==> src/rtl/pwm_pkg.sv <==
package pwm_pkg;
   typedef enum logic {
      DIR_UP   = 1'b0,
      DIR_DOWN = 1'b1
   } ramp_dir_e;

   localparam int unsigned NUM_COUNTS = 2;
   localparam int unsigned IDX_PER    = 0;
   localparam int unsigned IDX_DUTY   = 1;
endpackage

==> src/rtl/pwm_regs.sv <==
module pwm_regs
   import pwm_pkg::*;
#(
   parameter int unsigned W = 8
) (
   input  logic         clk,
   input  logic         rst_n,
   input  logic         run_i,
   input  logic         load_i,
   input  logic         wr_per_i,
   input  logic         wr_duty_i,
   input  logic [W-1:0] data_i,
   output logic [W-1:0] per_o,
   output logic [W-1:0] duty_o
);
   logic [NUM_COUNTS-1:0] wr_sel;
   logic [W-1:0]          stage_q [NUM_COUNTS];
   logic [W-1:0]          work_q  [NUM_COUNTS];

   assign wr_sel[IDX_PER]  = wr_per_i;
   assign wr_sel[IDX_DUTY] = wr_duty_i;

   for (genvar g = 0; g < NUM_COUNTS; g++) begin : g_cnt
      always_ff @(posedge clk) begin
         if (!rst_n) begin
            stage_q[g] <= '0;
            work_q[g]  <= '0;
         end else begin
            if (wr_sel[g]) begin
               stage_q[g] <= data_i;
            end
            if (wr_sel[g] && !run_i) begin
               work_q[g] <= data_i;
            end else if (load_i) begin
               work_q[g] <= stage_q[g];
            end
         end
      end

      assert_hold_work_R6 : assert property (@(posedge clk) disable iff (!rst_n)
         (run_i && !load_i) |=> $stable(work_q[g]));

      assert_direct_write_R7 : assert property (@(posedge clk) disable iff (!rst_n)
         (!run_i && wr_sel[g]) |=> (work_q[g] == $past(data_i)));
   end

   assign per_o  = work_q[IDX_PER];
   assign duty_o = work_q[IDX_DUTY];
endmodule

==> src/rtl/pwm_counter.sv <==
module pwm_counter
   import pwm_pkg::*;
#(
   parameter int unsigned W         = 8,
   parameter bit          CENTER_EN = 1'b1
) (
   input  logic         clk,
   input  logic         rst_n,
   input  logic         tick_i,
   input  logic         run_i,
   input  logic         en_i,
   input  logic         center_i,
   input  logic         wr_cnt_i,
   input  logic [W-1:0] per_i,
   output logic [W-1:0] cnt_o,
   output logic         load_o
);
   localparam logic [W-1:0] ONE = W'(1);

   logic [W-1:0] cnt_q, cnt_d;
   ramp_dir_e    dir_q, dir_d;
   logic [W-1:0] step_cnt;
   ramp_dir_e    step_dir;
   logic         step_end;
   logic [W-1:0] edge_cnt;
   logic         edge_end;
   logic         stop_now;

   // edge-aligned step
   always_comb begin
      edge_end = 1'b0;
      if (cnt_q >= per_i - ONE) begin
         edge_cnt = '0;
         edge_end = 1'b1;
      end else begin
         edge_cnt = cnt_q + ONE;
      end
   end

   if (CENTER_EN) begin : g_center
      logic [W-1:0] ctr_cnt;
      ramp_dir_e    ctr_dir;
      logic         ctr_end;

      always_comb begin
         ctr_end = 1'b0;
         ctr_dir = dir_q;
         if (dir_q == DIR_UP && cnt_q < per_i) begin
            ctr_cnt = cnt_q + ONE;
         end else begin
            ctr_cnt = (cnt_q == '0) ? '0 : cnt_q - ONE;
            if (ctr_cnt == '0) begin
               ctr_end = 1'b1;
               ctr_dir = DIR_UP;
            end else begin
               ctr_dir = DIR_DOWN;
            end
         end
      end

      always_comb begin
         step_cnt = cnt_q;
         step_dir = dir_q;
         step_end = 1'b0;
         if (per_i != '0) begin
            if (center_i) begin
               step_cnt = ctr_cnt;
               step_dir = ctr_dir;
               step_end = ctr_end;
            end else begin
               step_cnt = edge_cnt;
               step_dir = DIR_UP;
               step_end = edge_end;
            end
         end
      end
   end else begin : g_edge_only
      logic unused_center;
      assign unused_center = center_i;
      always_comb begin
         step_cnt = cnt_q;
         step_dir = dir_q;
         step_end = 1'b0;
         if (per_i != '0) begin
            step_cnt = edge_cnt;
            step_dir = DIR_UP;
            step_end = edge_end;
         end
      end
   end

   assign stop_now = tick_i && run_i && !en_i;

   always_comb begin
      cnt_d  = cnt_q;
      dir_d  = dir_q;
      load_o = 1'b0;
      if (wr_cnt_i || stop_now) begin
         cnt_d  = '0;
         dir_d  = DIR_UP;
         load_o = 1'b1;
      end else if (tick_i && run_i) begin
         cnt_d  = step_cnt;
         dir_d  = step_dir;
         load_o = step_end;
      end
   end

   always_ff @(posedge clk) begin
      if (!rst_n) begin
         cnt_q <= '0;
         dir_q <= DIR_UP;
      end else begin
         cnt_q <= cnt_d;
         dir_q <= dir_d;
      end
   end

   assign cnt_o = cnt_q;

   assert_hold_no_tick_R2 : assert property (@(posedge clk) disable iff (!rst_n)
      (!tick_i && !wr_cnt_i) |=> $stable(cnt_q));

   assert_zero_when_off_R9 : assert property (@(posedge clk) disable iff (!rst_n)
      !run_i |=> (cnt_q == '0));

   assert_cnt_write_R8 : assert property (@(posedge clk) disable iff (!rst_n)
      wr_cnt_i |=> (cnt_q == '0 && dir_q == DIR_UP));

   assert_load_timing_R6 : assert property (@(posedge clk) disable iff (!rst_n)
      load_o |-> (tick_i || wr_cnt_i));
endmodule

==> src/rtl/pwm_outstage.sv <==
module pwm_outstage #(
   parameter int unsigned W = 8
) (
   input  logic [W-1:0] cnt_i,
   input  logic [W-1:0] per_i,
   input  logic [W-1:0] duty_i,
   input  logic         run_i,
   input  logic         pol_i,
   output logic         pwm_o
);
   logic active;

   assign active = (per_i == '0) || (cnt_i < duty_i) || (duty_i >= per_i);
   assign pwm_o  = run_i ? (active ~^ pol_i) : ~pol_i;
endmodule

==> src/rtl/pwm_channel.sv <==
module pwm_channel #(
   parameter int unsigned W         = 8,
   parameter bit          CENTER_EN = 1'b1
) (
   input  logic         clk,
   input  logic         rst_n,
   input  logic         tick_i,
   input  logic         en_i,
   input  logic         pol_i,
   input  logic         center_i,
   input  logic         wr_per_i,
   input  logic         wr_duty_i,
   input  logic         wr_cnt_i,
   input  logic [W-1:0] wr_data_i,
   output logic [W-1:0] cnt_o,
   output logic         pwm_o
);
   if (W < 2) begin : g_bad_width
      $error("pwm_channel: W must be at least 2");
   end

   logic         run_q;
   logic         load;
   logic [W-1:0] per_w, duty_w;

   // enable is taken only on a tick
   always_ff @(posedge clk) begin
      if (!rst_n) begin
         run_q <= 1'b0;
      end else if (tick_i) begin
         run_q <= en_i;
      end
   end

   pwm_counter #(.W(W), .CENTER_EN(CENTER_EN)) i_counter (
      .clk      (clk),
      .rst_n    (rst_n),
      .tick_i   (tick_i),
      .run_i    (run_q),
      .en_i     (en_i),
      .center_i (center_i),
      .wr_cnt_i (wr_cnt_i),
      .per_i    (per_w),
      .cnt_o    (cnt_o),
      .load_o   (load)
   );

   pwm_regs #(.W(W)) i_regs (
      .clk       (clk),
      .rst_n     (rst_n),
      .run_i     (run_q),
      .load_i    (load),
      .wr_per_i  (wr_per_i),
      .wr_duty_i (wr_duty_i),
      .data_i    (wr_data_i),
      .per_o     (per_w),
      .duty_o    (duty_w)
   );

   pwm_outstage #(.W(W)) i_out (
      .cnt_i  (cnt_o),
      .per_i  (per_w),
      .duty_i (duty_w),
      .run_i  (run_q),
      .pol_i  (pol_i),
      .pwm_o  (pwm_o)
   );

   assert_enable_on_tick_R2 : assert property (@(posedge clk) disable iff (!rst_n)
      !tick_i |=> $stable(run_q));
endmodule

==> config.mk <==
export PLATFORM = sky130hd
export DESIGN_NAME = pwm_channel
export DESIGN_NICKNAME = d
export VERILOG_FILES = /design/src/rtl/pwm_pkg.sv /design/src/rtl/pwm_regs.sv /design/src/rtl/pwm_counter.sv /design/src/rtl/pwm_outstage.sv /design/src/rtl/pwm_channel.sv
export SDC_FILE = /design/constraint.sdc
export NUM_CORES = 1
export LEC_CHECK = 0
export BUFFER_PORTS_ARGS = -buffer_cell sky130_fd_sc_hd__buf_2
export CAP_MARGIN = 20
export CORE_MARGIN = 5
export CORE_UTILIZATION = 60
export CTS_BUF_LIST = sky130_fd_sc_hd__clkbuf_4 sky130_fd_sc_hd__clkbuf_8
export CTS_CLUSTER_SIZE = 24
export DETAILED_ROUTE_END_ITERATION = 10
export PLACE_DENSITY = 0.86
export SYNTH_ARGS = -nofsm -noshare
export SYNTH_HDL_FRONTEND = slang
export SYNTH_HIERARCHICAL = 1
export SYNTH_SLANG_ARGS = --single-unit
==> constraint.sdc <==
create_clock -name clk -period 3.2 [get_ports clk]
set_input_delay 0.32 -clock clk [delete_from_list [all_inputs] [get_ports clk]]
set_output_delay 0.32 -clock clk [all_outputs]
set_load 0.005 [all_outputs]
==> summary.txt, run 1 <==
GRT
  – Gr usage total: 21.2%
  – Largest net degree at the start of global routing: 39
  – First-pass GRT wire length: 12.3 mm
  – Overflow after GRT: 0
  – Vias in the first global route: 2575
  – Initial antenna violation count: 0

Floorplanning
  – Chip Width: 85.5 microns
  – Std-Cell Rows: 27
  – Initial core utilization: 61.8%
  – Core Area: 5540 sq um
  – Die area: 7320 sq um
  – I/O pins: 26
  – DIE HEIGHT: 85.5 microns

Clock tree
  – Setup bufs post-CTS: 0
  – Cts hold-fix bufs: 0
  – Num CTS Buffers: 5
  – Clock tree sinks: 42
  – # H-tree levels: 2
  – Root Buffer: clkbuf_8
  – CTS tree: yes
  – CTS Buffer Depth: 2
  – Skew-Pair Late Insertion Delay: 300 ps
  – Clk slew on worst S/H paths: 100 ps

Place
  – Placer Congestion: 0.862
  – Pre-CTS setup slack: 192 ps
  – Detailed Place HPWL: 5.58 mm
  – Number of buffers added on ports: 25

Hold path
  – Hold depth: 3
  – Min-Delay Path Class: input pin to register
  – Hold EP: run_q$_SDFFE_PN0P_
  – Hold Path Origin: en_i

Final layout
  – # diodes: 0
  – Share of cells above drive strength 1: 26.1%
  – Area growth from synthesis to layout: 6.03%
  – Layout fillers: 423
  – Nets: 409

Logic synthesis
  – EDFF count, synth: 32
  – Post-synthesis cell count: 335
  – Mapped Area: 3420 sq um
  – Synth async-reset ratio: 0%
  – Synth Net Count: 388
  – Synth Area per Inst: 10.2 sq um
  – Register area share after synthesis: 33.9%
  – Main flop type after synthesis: edfxtp_1
  – Yosys warns: 6
  – Post-synth cell types: 57
  – Synth Register Bits: 42

Timing
  – Final hold vios: 0
  – Post-route setup TNS: 0 ps
  – Final period utilization: 93.5%
  – Slew margin rel.: 58.6%
  – Final WS setup: 207 ps
  – Final Skew: 10.4 ps
  – Slew @ Worst Pin: 620 ps
  – Peak Freq: 334 MHz
  – Setup violators final: 0
  – Minimum clock period: 2990 ps
  – Unrepaired setup endpoints after global routing: false
  – Final Max Slew Viols: 0

Power and ir drop
  – Maximum vdd drop: 0.253 mV
  – Leak Pwr: 1.54 nW
  – Pwr dens: 370 nW/um^2

Critical path
  – FF-to-FF Start: i_regs/work_q[0][1]$_DFFE_PP_
  – Crit Path Category: register to register
  – Slowest CP cell: edfxtp_1
  – Startpoint types: register
  – Critical path cell sequence: nor3_1 -> and3_1 -> xnor2_1 -> ha_1 -> o21a_1 -> o211ai_1 -> a31o_2 -> and2_1 -> o31ai_4 -> buf_6 -> nand3_2 -> a21boi_2
  – RR Endpoint: i_regs/work_q[1][6]$_SDFFCE_PN0P_
  – Worst reg2reg path depth: 12
  – Required time of the worst setup path: 3350 ps
  – Kind of end point of the critical path: register
  – Crit path max-delay family: compound AO/OA/AOI/OAI gates
  – WP data arrival: 3140 ps
  – CP max FO: 16
  – Worst reg2reg setup slack: 210 ps
  – Slowest Stage Delay on Critical Path: 460 ps
  – Crit path buf inv count: 1

Route
  – TritonRoute pass-1 iters: 4
  – Drt total wl: 7.46 mm
  – DRC Markers: 0
  – DR WL/cell: 17.4 microns
  – Vias per cell: 5.91
  – Initial DRC count: 105
  – ANT nets after route: 0
  – Total number of vias: 2535

Flow run
  – MaxCap Viol Count: 0

Status
  – Status: finished clean
state kept, by name, indices dropped and copies added, names as in the netlist:
name / count
i_regs/stage_q: 16
i_counter/dir_q: 1
run_q: 1
i_counter/cnt_o: 8
i_regs/work_q: 16
stage by stage:
| step | cell area, sq um | hold WS, ps | cells | total power, mW | util (%) |
|---|---|---|---|---|---|
| after floorplan | 3420 | 448 | 335 | 0.925 | - |
| after global placement | 3530 | 501 | 421 | 0.976 | 63.8 |
| after detailed placement | 3530 | 507 | 421 | 0.994 | 63.8 |
| after CTS | 3620 | 286 | 429 | 1.35 | 65.4 |
| after global routing | 3630 | 361 | 429 | 1.42 | 65.5 |
| final | 3630 | 287 | 429 | 1.34 | 65.5 |
cell families (layout without fill, tap and decap cells):
| logic type | after synthesis | after routing | synth area share [%] |
|---|---|---|---|
| and+or+nand+nor | 127 | 127 | 23.2 |
| AOI/OAI and AO/OA | 72 | 72 | 17.9 |
| muxes | 3 | 3 | 1.02 |
| buffers and inverters | 41 | 63 | 7.20 |
| xor gates and xnor gates | 14 | 14 | 3.58 |
| DFF | 42 | 42 | 33.9 |
| adders and majority gates | 36 | 36 | 13.2 |
synthesized netlist by cell type, types with 6 or more instances:
cell type	count	area, sq um
a21boi_2	16	180
nor2_1	12	45.0
dfxtp_1	10	200
nand3_2	17	170
a21oi_1	6	30.0
nand2b_1	7	43.8
o21ai_0	6	30.0
inv_1	25	93.8
edfxtp_1	32	961
nand2_1	34	128
ha_1	36	450
xnor2_1	10	87.6
and3_1	20	125
buf_2	6	30.0
nand3_1	6	30.0
nor2b_1	6	37.5
tightest hold or removal path, stage by stage:
cell,delay (ps)
buf_2,90
mux2i_1,60
nor2b_1,90
repair_timing:
action,4_1_cts,5_1_grt
endpoints found under the setup margin,0,12
gates resized for setup,0,3
hold endpoints to repair,0,0
final cells by class:
cell class	instances	area, sq um	area share (%)
tap	72	90.1	2.48
multi-input combinational	252	2030	55.9
timing repair buffer	30	166	4.58
sequential	42	1160	32.0
clock buffer	5	68.8	1.90
clock inverter	3	20.0	0.552
inverter	25	93.8	2.59
cells in the final DEF, fill, tap and decap left out, drive strengths merged, types with 5 or more instances in the layout:
cell type and count:
dfxtp 10, nor2 12, nand2 35, a21oi 8, a21boi 17, nor2b 6, nand2b 9, clkbuf 5
a211oi 5, buf 30, nor4 5, inv 26, and3 20, xnor2 10, ha 36, edfxtp 32
nand3 23, o21ai 11
report_power, final:
part           leakage (nW)  internal [mW]  switching (mW)
clock                0.0422          0.154           0.204
sequential            0.435          0.629          0.0324
combinational          1.06          0.141           0.184
total                  1.54          0.923           0.421
layer usage:
layer	share of wire [%]	global-route usage [%]	routed length (microns)	up-vias
li1	-	-	-	1267
met5	0	0	0	-
met1	42	25.3	3130	1196
met4	1.3	5.76	99	0
met2	52	39.3	3910	64
met3	4.2	3.27	313	8
worst max-delay path by stage:
| stage | from | end | slack, ps | cells past startpoint |
|---|---|---|---|---|
| 5_1_grt | i_regs/work_q[0][0]$_DFFE_PP_ | i_regs/work_q[1][2]$_SDFFCE_PN0P_ | 40 | 13 |
| 2_1_floorplan | i_regs/work_q[0][2]$_DFFE_PP_ | i_regs/work_q[0][0]$_DFFE_PP_ | 260 | 12 |
| 4_1_cts | i_regs/work_q[0][0]$_DFFE_PP_ | i_regs/work_q[1][6]$_SDFFCE_PN0P_ | 150 | 13 |
| 3_3_place_gp | i_regs/work_q[0][3]$_DFFE_PP_ | i_regs/work_q[1][7]$_SDFFCE_PN0P_ | 300 | 11 |
| 3_5_place_dp | i_regs/work_q[0][0]$_DFFE_PP_ | i_regs/work_q[1][6]$_SDFFCE_PN0P_ | 190 | 13 |
| 6_report | i_regs/work_q[0][1]$_DFFE_PP_ | i_regs/work_q[1][6]$_SDFFCE_PN0P_ | 210 | 12 |
No activity file was read; power rests on OpenSTA's default activity.
==> run 2, diff against run 1 <==
--- a/config.mk
+++ b/config.mk
@@ -7,12 +7,15 @@
 export LEC_CHECK = 0
 export BUFFER_PORTS_ARGS = -buffer_cell sky130_fd_sc_hd__buf_2
 export CAP_MARGIN = 20
+export CELL_PAD_IN_SITES_DETAIL_PLACEMENT = 1
+export CELL_PAD_IN_SITES_GLOBAL_PLACEMENT = 1
 export CORE_MARGIN = 5
-export CORE_UTILIZATION = 60
+export CORE_UTILIZATION = 50
 export CTS_BUF_LIST = sky130_fd_sc_hd__clkbuf_4 sky130_fd_sc_hd__clkbuf_8
 export CTS_CLUSTER_SIZE = 24
 export DETAILED_ROUTE_END_ITERATION = 10
-export PLACE_DENSITY = 0.86
+export PLACE_DENSITY = 0.89
+export RECOVER_POWER = 100
 export SYNTH_ARGS = -nofsm -noshare
 export SYNTH_HDL_FRONTEND = slang
 export SYNTH_HIERARCHICAL = 1
==> run 2 against run 1 <==
Net effect: core utilization shrank 11 points; critical path depth grew 1; first-iteration DRC count up 50%; highest routed layer unchanged; via count up 5.4%.
==> summary.txt, run 2 (synthesis results as in run 1) <==
Place
  – Placer Congestion: 0.871 (was 0.862)
  – Detailed Place HPWL: 6.48 mm (was 5.58 mm)
  – Number of buffers added on ports: 25 (unchanged)
  – Placed Area: 3570 sq um (was 3530 sq um)
  – Placed cells: 433 (was 421)

Hold path
  – Min-Delay Path Class: input pin to register (unchanged)
  – Hold EP: run_q$_SDFFE_PN0P_ (unchanged)
  – Hold Path Origin: en_i (unchanged)
  – Hold depth: 3 (unchanged)

Clock tree
  – # H-tree levels: 2 (unchanged)
  – Num CTS Buffers: 5 (unchanged)
  – CTS Buffer Depth: 2 (unchanged)
  – Clock tree sinks: 42 (unchanged)
  – Root Buffer: clkbuf_8 (unchanged)
  – Skew-Pair Late Insertion Delay: 300 ps (about the same)
  – CTS tree: yes (unchanged)
  – Cts hold-fix bufs: 0 (unchanged)
  – Clk slew on worst S/H paths: 90 ps (was 100 ps)

Final layout
  – Post-Layout Cell Count: 443 (was 429)
  – Share of cells above drive strength 1: 23.4% (was 26.1%)
  – Multi-input gate area: 1990 sq um (was 2030 sq um)
  – Layout fillers: 766 (was 423)
  – Nets: 415 (was 409)
  – Most frequent cells in the layout: ha_1, nand2_1, edfxtp_1 (unchanged)
  – Area growth from synthesis to layout: 6.87% (was 6.03%)
  – # diodes: 0 (unchanged)
  – Design area: 3660 sq um (was 3630 sq um)
  – Commonest non-fill, non-tap cell in the layout: ha_1 (unchanged)
  – Reg area: 1160 sq um (unchanged)

Critical path
  – Startpoint types: register (unchanged)
  – CP max FO: 16 (unchanged)
  – Worst reg2reg path depth: 13 (was 12)
  – Crit Path Category: register to register (unchanged)
  – Worst reg2reg setup slack: 180 ps (was 210 ps)
  – FF-to-FF Start: i_regs/work_q[0][1]$_DFFE_PP_ (unchanged)
  – Kind of end point of the critical path: register (unchanged)
  – WP data arrival: 3140 ps (about the same)
  – RR Endpoint: i_regs/work_q[1][5]$_SDFFCE_PN0P_ (was i_regs/work_q[1][6]$_SDFFCE_PN0P_)
  – Required time of the worst setup path: 3330 ps (was 3350 ps)

Timing
  – Final period utilization: 94.3% (was 93.5%)
  – Post-route setup TNS: 0 ps (unchanged)
  – Final Max Slew Viols: 0 (unchanged)
  – Setup violators final: 0 (unchanged)
  – Hold_ws: 330 ps (was 287 ps)
  – Slew @ Worst Pin: 1210 ps (was 620 ps)
  – Peak Freq: 332 MHz (was 334 MHz)
  – Final hold vios: 0 (unchanged)
  – Unrepaired setup endpoints after global routing: false (unchanged)
  – Minimum clock period: 3020 ps (was 2990 ps)
  – Final Skew: 10.9 ps (was 10.4 ps)
  – Slew margin rel.: 19.1% (was 58.6%)

Route
  – Initial DRC count: 157 (was 105)
  – TritonRoute pass-1 iters: 4 (unchanged)
  – Drt total wl: 8.69 mm (was 7.46 mm)
  – DR WL/cell: 19.6 microns (was 17.4 microns)
  – ANT nets after route: 0 (unchanged)
  – Total number of vias: 2671 (was 2535)
  – Vias per cell: 6.03 (was 5.91)
  – DRC Markers: 0 (unchanged)

Floorplanning
  – Initial core utilization: 50.9% (was 61.8%)
  – Std-Cell Rows: 30 (was 27)
  – Chip Width: 92.7 microns (was 85.5 microns)
  – Core Area: 6720 sq um (was 5540 sq um)
  – I/O pins: 26 (unchanged)
  – DIE HEIGHT: 92.7 microns (was 85.5 microns)
  – Die area: 8600 sq um (was 7320 sq um)

GRT
  – Gr usage total: 21.7% (was 21.2%)
  – Vias in the first global route: 2873 (was 2575)
  – First-pass GRT wire length: 14.7 mm (was 12.3 mm)
  – Largest net degree at the start of global routing: 39 (unchanged)
  – Overflow after GRT: 0 (unchanged)
  – Initial antenna violation count: 0 (unchanged)

Flow run
  – MaxCap Viol Count: 0 (unchanged)

Power and ir drop
  – Pwr dens: 395 nW/um^2 (was 370 nW/um^2)
  – Maximum vdd drop: 0.202 mV (was 0.253 mV)
  – Leak Pwr: 1.55 nW (was 1.54 nW)

Status
  – Status: finished clean (unchanged)
## run 2: worst max-delay path by stage
stage                                  startpoint                                 to  slack [ps]  cells after the start
floorplan           i_regs/work_q[0][2]$_DFFE_PP_      i_regs/work_q[0][0]$_DFFE_PP_         260                     12
global placement    i_regs/work_q[0][3]$_DFFE_PP_      i_regs/work_q[0][0]$_DFFE_PP_         220                     11
detailed placement  i_regs/work_q[0][3]$_DFFE_PP_  i_regs/work_q[1][6]$_SDFFCE_PN0P_         150                     11
CTS                 i_regs/work_q[0][3]$_DFFE_PP_      i_regs/work_q[0][4]$_DFFE_PP_          -6                      9
global route        i_regs/work_q[0][2]$_DFFE_PP_  i_regs/work_q[1][1]$_SDFFCE_PN0P_          10                     12
finish              i_regs/work_q[0][1]$_DFFE_PP_  i_regs/work_q[1][5]$_SDFFCE_PN0P_         180                     13
## run 2: area by class of cell
type / count / area share [%]
timing repair buffer: 36 / 5.44
multi-input combinational: 252 / 54.4
inverter: 25 / 2.56
sequential: 42 / 31.7
clock buffer: 6 / 2.09
tap: 80 / 2.74
clock inverter: 2 / 1.03
## run 2: power by group
group | internal (mW) | switching [mW]
Combinational | 0.146 | 0.198
Sequential | 0.629 | 0.0321
Clock | 0.242 | 0.199
Total | 1.02 | 0.429
## run 2: worst max-delay path, stage by stage, from the launching register on
cell and delay (ps):
edfxtp_1 470, inv_1 180, ha_1 260, nand3_1 120, xnor2_1 140, ha_1 270, o21a_1 110, o211ai_1 70
a31o_2 230, and2_1 210, o31ai_4 340, buf_12 200, nand3_2 70, a21boi_1 180
## run 2: layer usage
metal  part of all wire [%]  wire length [microns]  vias to the layer above  track usage (%)
met2                     53                   4580                       63             40.4
met4                    2.0                    171                        0             5.98
met5                      0                      0                        -                0
met1                     42                   3640                     1320             26.1
met3                    3.5                    300                       16             2.68
li1                       -                      -                     1272                -
## run 2: timing repair
item                       in CTS  in global routing
setup buffers                   0                  2
gates resized for setup         1                  6
pin swaps                       0                  1
setup endpoints to repair      17                 32
## run 2: per-stage QoR
stage | total power [mW] | util, % | setup slack, ps
6_report | 1.44 | 54.5 | 184
3_5_place_dp | 1.01 | 53.2 | 149
4_1_cts | 1.45 | 54.9 | -5.63
2_1_floorplan | 0.925 | - | 259
3_3_place_gp | 0.983 | 53.2 | 223
5_1_grt | 1.52 | 54.5 | 11.4
==> run 3, diff against run 2 <==
--- a/config.mk
+++ b/config.mk
@@ -16,6 +16,7 @@
 export DETAILED_ROUTE_END_ITERATION = 10
 export PLACE_DENSITY = 0.89
 export RECOVER_POWER = 100
+export REMOVE_ABC_BUFFERS = 1
 export SYNTH_ARGS = -nofsm -noshare
 export SYNTH_HDL_FRONTEND = slang
 export SYNTH_HIERARCHICAL = 1
==> run 3 against run 2 <==
Net effect: clock skew shrank 2.3 ps; sequential share of layout area grew 0.12 points; core utilization shrank 0.20 points; clock-buffer cell count shrank 1; routed wire length shrank 1.7%; total power shrank 6.9%; critical path depth shrank 1; hold slack gained 2.2 ps; clock power shrank 23%; die area is the same; highest routed layer unchanged.
==> summary.txt, run 3 (synthesis results as in run 1) <==
Status
  – Status: finished clean (unchanged)

Route
  – DRC Markers: 0 (unchanged)
  – Total number of vias: 2650 (was 2671)
  – Drt total wl: 8.54 mm (was 8.69 mm)
  – DR WL/cell: 19.4 microns (was 19.6 microns)
  – TritonRoute pass-1 iters: 4 (unchanged)
  – Vias per cell: 6.01 (was 6.03)
  – ANT nets after route: 0 (unchanged)
  – Initial DRC count: 79 (was 157)

Power and ir drop
  – Leak Pwr: 1.52 nW (was 1.55 nW)
  – Pwr dens: 369 nW/um^2 (was 395 nW/um^2)
  – Maximum vdd drop: 0.214 mV (was 0.202 mV)
  – Tot Pwr: 1.34 mW (was 1.44 mW)

GRT
  – Largest net degree at the start of global routing: 39 (unchanged)
  – Initial antenna violation count: 0 (unchanged)
  – Overflow after GRT: 0 (unchanged)
  – Gr usage total: 20.8% (was 21.7%)
  – First-pass GRT wire length: 14.1 mm (was 14.7 mm)
  – Vias in the first global route: 2894 (was 2873)

Floorplanning
  – Std-Cell Rows: 30 (unchanged)
  – I/O pins: 26 (unchanged)
  – Core Area: 6720 sq um (unchanged)
  – Die area: 8600 sq um (unchanged)
  – Initial core utilization: 50.9% (unchanged)
  – DIE HEIGHT: 92.7 microns (unchanged)
  – Chip Width: 92.7 microns (unchanged)

Timing
  – Minimum clock period: 3000 ps (was 3020 ps)
  – Slew margin rel.: 52.2% (was 19.1%)
  – Peak Freq: 334 MHz (was 332 MHz)
  – Final Max Slew Viols: 0 (unchanged)
  – Post-route setup TNS: 0 ps (unchanged)
  – Slew @ Worst Pin: 717 ps (was 1210 ps)
  – Final hold vios: 0 (unchanged)
  – Final Skew: 8.54 ps (was 10.9 ps)
  – Final WS setup: 202 ps (was 184 ps)
  – Setup violators final: 0 (unchanged)
  – Hold_ws: 332 ps (was 330 ps)
  – Final period utilization: 93.7% (was 94.3%)

Clock tree
  – Skew-Pair Late Insertion Delay: 300 ps (about the same)
  – CTS Buffer Depth: 2 (unchanged)
  – Root Buffer: clkbuf_8 (unchanged)
  – Clk slew on worst S/H paths: 90 ps (about the same)
  – CTS tree: yes (unchanged)
  – Clock tree sinks: 42 (unchanged)
  – # H-tree levels: 2 (unchanged)
  – Num CTS Buffers: 5 (unchanged)

Critical path
  – Worst reg2reg setup slack: 200 ps (was 180 ps)
  – Kind of end point of the critical path: register (unchanged)
  – RR Endpoint: i_regs/work_q[1][0]$_SDFFCE_PN0P_ (was i_regs/work_q[1][5]$_SDFFCE_PN0P_)
  – Crit Path Category: register to register (unchanged)
  – Startpoint types: register (unchanged)
  – CP max FO: 16 (unchanged)
  – Required time of the worst setup path: 3350 ps (was 3330 ps)
  – Worst reg2reg path depth: 12 (was 13)
  – WP data arrival: 3150 ps (was 3140 ps)
  – FF-to-FF Start: i_regs/work_q[0][1]$_DFFE_PP_ (unchanged)

Final layout
  – Commonest non-fill, non-tap cell in the layout: ha_1 (unchanged)
  – Share of cells above drive strength 1: 24.4% (was 23.4%)
  – Finished Core Util: 54.2% (was 54.5%)
  – Design area: 3640 sq um (was 3660 sq um)
  – # diodes: 0 (unchanged)
  – Area growth from synthesis to layout: 6.47% (was 6.87%)
  – Post-Layout Cell Count: 441 (was 443)
  – Layout fillers: 754 (was 766)
  – Nets: 414 (was 415)
  – Most frequent cells in the layout: ha_1, nand2_1, edfxtp_1 (unchanged)

Hold path
  – Hold Path Origin: en_i (unchanged)
  – Hold depth: 3 (unchanged)
  – Hold EP: run_q$_SDFFE_PN0P_ (unchanged)
  – Min-Delay Path Class: input pin to register (unchanged)

Place
  – Pre-CTS setup slack: 79.3 ps (was 149 ps)
  – Detailed Place HPWL: 6.65 mm (was 6.48 mm)
  – Placed Area: 3570 sq um (unchanged)
  – Placed cells: 433 (unchanged)
  – Number of buffers added on ports: 25 (unchanged)
  – Placer Congestion: 0.839 (was 0.871)

Flow run
  – MaxCap Viol Count: 0 (unchanged)
run 3: area by class of cell:
cell class              count  area, sq um  area share (%)
inverters                  25         93.8            2.57
clock inverters             2         15.0           0.412
flip-flops and latches     42         1160            31.9
clock buffers               5         68.8            1.89
repair buffers             35          188            5.15
multi-input cells         252         2020            55.4
well taps                  80          100            2.75
run 3: power by group:
group | switching [mW] | internal, mW | total, mW
Sequential | 0.0338 | 0.629 | 0.662
Combinational | 0.197 | 0.146 | 0.343
Clock | 0.190 | 0.149 | 0.339
Total | 0.421 | 0.924 | 1.34
run 3: how the worst max path moves through the flow:
stage / start / end / slack [ps] / cells after the start
3_5_place_dp: i_regs/work_q[0][3]$_DFFE_PP_ / i_regs/work_q[0][0]$_DFFE_PP_ / 80 / 11
5_1_grt: i_regs/work_q[0][0]$_DFFE_PP_ / i_regs/work_q[1][0]$_SDFFCE_PN0P_ / -40 / 13
3_3_place_gp: i_regs/work_q[0][3]$_DFFE_PP_ / i_regs/work_q[0][5]$_DFFE_PP_ / 160 / 11
2_1_floorplan: i_regs/work_q[0][2]$_DFFE_PP_ / i_regs/work_q[0][0]$_DFFE_PP_ / -510 / 11
6_report: i_regs/work_q[0][1]$_DFFE_PP_ / i_regs/work_q[1][0]$_SDFFCE_PN0P_ / 200 / 12
4_1_cts: i_regs/work_q[0][3]$_DFFE_PP_ / i_regs/work_q[0][0]$_DFFE_PP_ / 60 / 11
run 3: timing repair:
| item | CTS | global route |
|---|---|---|
| buffers inserted | 0 | 1 |
| setup endpoints to repair | 0 | 32 |
| hold buffers | 0 | 0 |
| resized for setup | 0 | 4 |
run 3: worst max-delay path: stages, from the launching register on:
cell and delay (ps):
edfxtp_1 430, nor3_1 350, and3_1 240, xnor2_1 70
ha_1 300, o21a_1 130, o211ai_1 70, a31o_2 220
and2_1 200, o31ai_4 340, buf_8 230, nand3_2 90
a21boi_2 160
run 3: routing by layer:
metal	share of wire, %	up-vias	track usage [%]
met5	0	-	0
li1	-	1274	-
met1	41	1331	22.4
met3	2.5	9	2.84
met4	1.2	0	4.88
met2	55	36	42.0
